`src/rtl/bcd_adder_pkg.sv`:
```
package bcd_adder_pkg;
    localparam int DIGIT_W   = 4;
    localparam int RADIX     = 10;
    localparam int CORR_AMT  = (1 << DIGIT_W) - RADIX;
    localparam int MAX_DIGIT = RADIX - 1;
    typedef logic [DIGIT_W-1:0] digit_t;
endpackage

```
`src/rtl/bcd_ripple_add.sv`:
```
module bcd_ripple_add #(
    parameter int W = bcd_adder_pkg::DIGIT_W
) (
    input  logic [W-1:0] op_x,
    input  logic [W-1:0] op_y,
    input  logic         c_in,
    output logic [W-1:0] total,
    output logic         c_out
);
    always_comb begin
        logic carry;
        carry = c_in;
        total = '0;
        for (int i = 0; i < W; i++) begin
            total[i] = op_x[i] ^ op_y[i] ^ carry;
            carry    = (op_x[i] & op_y[i]) | (op_x[i] & carry) | (op_y[i] & carry);
        end
        c_out = carry;
    end
endmodule

```
`src/rtl/bcd_range_detect.sv`:
```
module bcd_range_detect (
    input  bcd_adder_pkg::digit_t raw_sum,
    input  logic                  raw_carry,
    output logic                  need_fix
);
    // Raw result is out of decimal range when it overflowed 4 bits
    // or when the 4-bit value is 10..15 (top bit set with bit 2 or bit 1).
    always_comb begin
        need_fix = raw_carry | (raw_sum[3] & (raw_sum[2] | raw_sum[1]));
    end
endmodule

```
`src/rtl/bcd_fixup.sv`:
```
module bcd_fixup #(
    parameter int W = bcd_adder_pkg::DIGIT_W
) (
    input  logic [W-1:0] raw_sum,
    input  logic         need_fix,
    output logic [W-1:0] fixed_sum,
    output logic         fix_carry
);
    localparam logic [W-1:0] SIX  = W'(bcd_adder_pkg::CORR_AMT);
    localparam logic [W-1:0] NONE = '0;

    logic [W-1:0] addend;

    always_comb begin
        addend = need_fix ? SIX : NONE;
    end

    bcd_ripple_add #(.W(W)) u_fix_add (
        .op_x  (raw_sum),
        .op_y  (addend),
        .c_in  (1'b0),
        .total (fixed_sum),
        .c_out (fix_carry)
    );
endmodule

```
`src/rtl/bcd_digit_adder.sv`:
```
module bcd_digit_adder (
    input  logic [3:0] a_digit,
    input  logic [3:0] b_digit,
    input  logic       carry_in,
    output logic [3:0] sum_digit,
    output logic       carry_out
);
    import bcd_adder_pkg::*;

    digit_t bin_sum;
    logic   bin_carry;
    logic   adjust;
    digit_t fixed_sum;
    logic   fix_carry;

    bcd_ripple_add #(.W(DIGIT_W)) u_bin_add (
        .op_x  (a_digit),
        .op_y  (b_digit),
        .c_in  (carry_in),
        .total (bin_sum),
        .c_out (bin_carry)
    );

    bcd_range_detect u_detect (
        .raw_sum   (bin_sum),
        .raw_carry (bin_carry),
        .need_fix  (adjust)
    );

    bcd_fixup #(.W(DIGIT_W)) u_fix (
        .raw_sum   (bin_sum),
        .need_fix  (adjust),
        .fixed_sum (fixed_sum),
        .fix_carry (fix_carry)
    );

    always_comb begin
        sum_digit = fixed_sum;
        carry_out = bin_carry | fix_carry;
    end
endmodule

```
`config.mk`:
```
export PLATFORM = sky130hd
export DESIGN_NAME = bcd_digit_adder
export DESIGN_NICKNAME = d
export VERILOG_FILES = /design/src/rtl/bcd_adder_pkg.sv /design/src/rtl/bcd_ripple_add.sv /design/src/rtl/bcd_range_detect.sv /design/src/rtl/bcd_fixup.sv /design/src/rtl/bcd_digit_adder.sv
export SDC_FILE = /design/constraint.sdc
export NUM_CORES = 1
export LEC_CHECK = 0
export ABC_AREA = 1
export BUFFER_PORTS_ARGS = -buffer_cell sky130_fd_sc_hd__buf_4
export CELL_PAD_IN_SITES_DETAIL_PLACEMENT = 0
export CELL_PAD_IN_SITES_GLOBAL_PLACEMENT = 1
export CORE_AREA = 2 2 39 41
export DETAILED_ROUTE_END_ITERATION = 6
export DIE_AREA = 0 0 41 43
export PLACE_DENSITY_LB_ADDON = 0.1
export SYNTH_ARGS = -nofsm -noshare
export SYNTH_HDL_FRONTEND = slang
export SYNTH_SLANG_ARGS = --single-unit
```
`constraint.sdc`:
```
create_clock -name vclk -period 11.6
set_clock_uncertainty 0.2 [all_clocks]
set_input_delay 2.32 -clock vclk [all_inputs]
set_output_delay 2.32 -clock vclk [all_outputs]
set_load 0.02 [all_outputs]
```
==> impl_metrics.ini <==
[run_status]
status = finished clean

[yosys]
synth_cell_types = 6
synthCells = 31
synth_area_leaders = fa_1 (37%), ha_1 (23%), inv_1 (22%)
yosys.cell_count.top_type = inv_1
yosysWarnings = 0
synth_top_area_cell = fa_1
netlist.area_leader.share_pct = 36.6
synth_nets = 48
synth_seq_area_share_pct = 0
syn_area_sq_um = 219
synth_common_cells = inv_1 (13), nand2_1 (6), fa_1 (4), ha_1 (4), nor2_1 (3)
avgSynthCellArea_sq_um = 7.06

[cells_and_area]
finalInstanceArea_sq_um = 344
nClkBuffers = 0
syn2layout_area_growth_pct = 57.1
diodes = 0
sequential_cell_total = 0
drive_above_1_share_pct = 31.1
fin_nets = 64
seq_area_sq_um = 0

[timing]
report.final.slew_viol_count = 0
final_hold_viol_count = 0
worst_slew_pin_slew_ns = 0.114
slew_headroom_pct = 92.4
setup_viol = 0
rsz0062_at_grt = false
post-route-period-util_pct = 66.3
tns_ns = 0
max_freq_mhz = 130
fin_crit_ns = 7.69

[routing]
vias = 212
drc_errors = 0
wl_per_cell_um = 6.38
routed_via_density = 3.48
antenna_left = 0
initialDrtViolationCount = 1
wirelength_um = 389
drt_pass1_iterations = 2

[worst_setup_path]
critPathMaxFanout = 3
start_kind = input pin
critPathMaxStageDelay_ns = 0.43
cp.required_ns = 9.08
worstSetupPathType = input pin to output port
crit_arrival_ns = 5.17
slowest_stage = fa_1
path_cells = buf_4, inv_1, fa_1, fa_1, fa_1, inv_1, fa_1, nand2_1, nand2_1, ha_1, nor2_1, nand2_1, ha_1, or2_1, buf_4
endpoint_kind = output port
critPathMostFrequentCell = fa_1

[die]
rows = 14
core_area_sq_um = 1380
die_area_sq_um = 1760
io_pins = 14
die_width_um = 41
start_util_pct = 15.8
die_h_um = 43

[place]
port_buffers = 14
gp_congestion = 0.609
hpwl_um = 397
placed_area_sq_um = 344

[global_route]
grt_antenna_before_repair = 0
gr-usage-all-layers_pct = 5.22
grt_max_degree = 4
grt_pass1_wl_um = 696
first_global_vias = 208
grt-ovfl-total = 0

[flow_run]
drv_cap = 0

[hold_path]
hold_path.class = input pin to output port

[power_and_ir_drop]
irDropWorstVdd_v = 0.0000313
power.leakage_nw = 0.220
power_density_nw_per_um2 = 101

[clocking]
postCtsResizedCells = 0
cts-hold-fix-buffers = 0
postCtsSetupBuffers = 0
## cell families after synthesis
family        after synthesis  synth area share, %
buf+inv                    13                 22.3
simple gates               10                 18.3
fa+ha+maj                   8                 59.4
## cell type report
class	count	area, sq um
fillers	167	1040
inverters	13	48.8
multi-input cells	18	170
well taps	16	20.0
repair buffers	14	105
## critical path: cells and delay by family
family	cells	cell delay, ns
adders and majority gates	6	1.96
and+or+nand+nor	5	0.54
buffers and inverters	4	0.34
## stage by stage
| stage | setup WS (ns) | total power [mW] | std cells | hold WS (ns) | utilization (%) |
|---|---|---|---|---|---|
| floorplan | 4.17 | 0.0225 | 31 | 4.72 | - |
| global placement | 3.91 | 0.0354 | 61 | 4.92 | 24.9 |
| detailed placement | 3.88 | 0.0353 | 61 | 4.93 | 24.9 |
| CTS | 3.86 | 0.0356 | 61 | 4.93 | 24.9 |
| global route | 3.69 | 0.0392 | 61 | 4.97 | 24.9 |
| finish | 3.91 | 0.0346 | 61 | 4.93 | 24.9 |
## path summary, 6_finish.rpt
check,from,endpoint,cells past startpoint
worst max-delay path,a_digit[0],carry_out,15
worst min-delay path,carry_in,sum_digit[0],5
## per-layer routing
metal | global-route usage, % | routed length (um) | vias up
met2 | 10.3 | 217 | 8
met5 | 0 | 0 | -
met3 | 0 | 25 | 0
li1 | - | - | 111
met1 | 6.11 | 146 | 93
met4 | 0 | 0 | 0
## cell usage in the layout (no fill, tap or decap)
| cell | instances |
|---|---|
| or2_1 | 1 |
| ha_1 | 4 |
| nor2_1 | 3 |
| nand2_1 | 6 |
| buf_4 | 14 |
| inv_1 | 13 |
| fa_1 | 4 |
## report_power, final
| part | internal [mW] | switching, mW |
|---|---|---|
| Combinational | 0.0158 | 0.0188 |
| Clock | 0 | 0 |
| Sequential | 0 | 0 |
(Power assumes the default switching activity.)
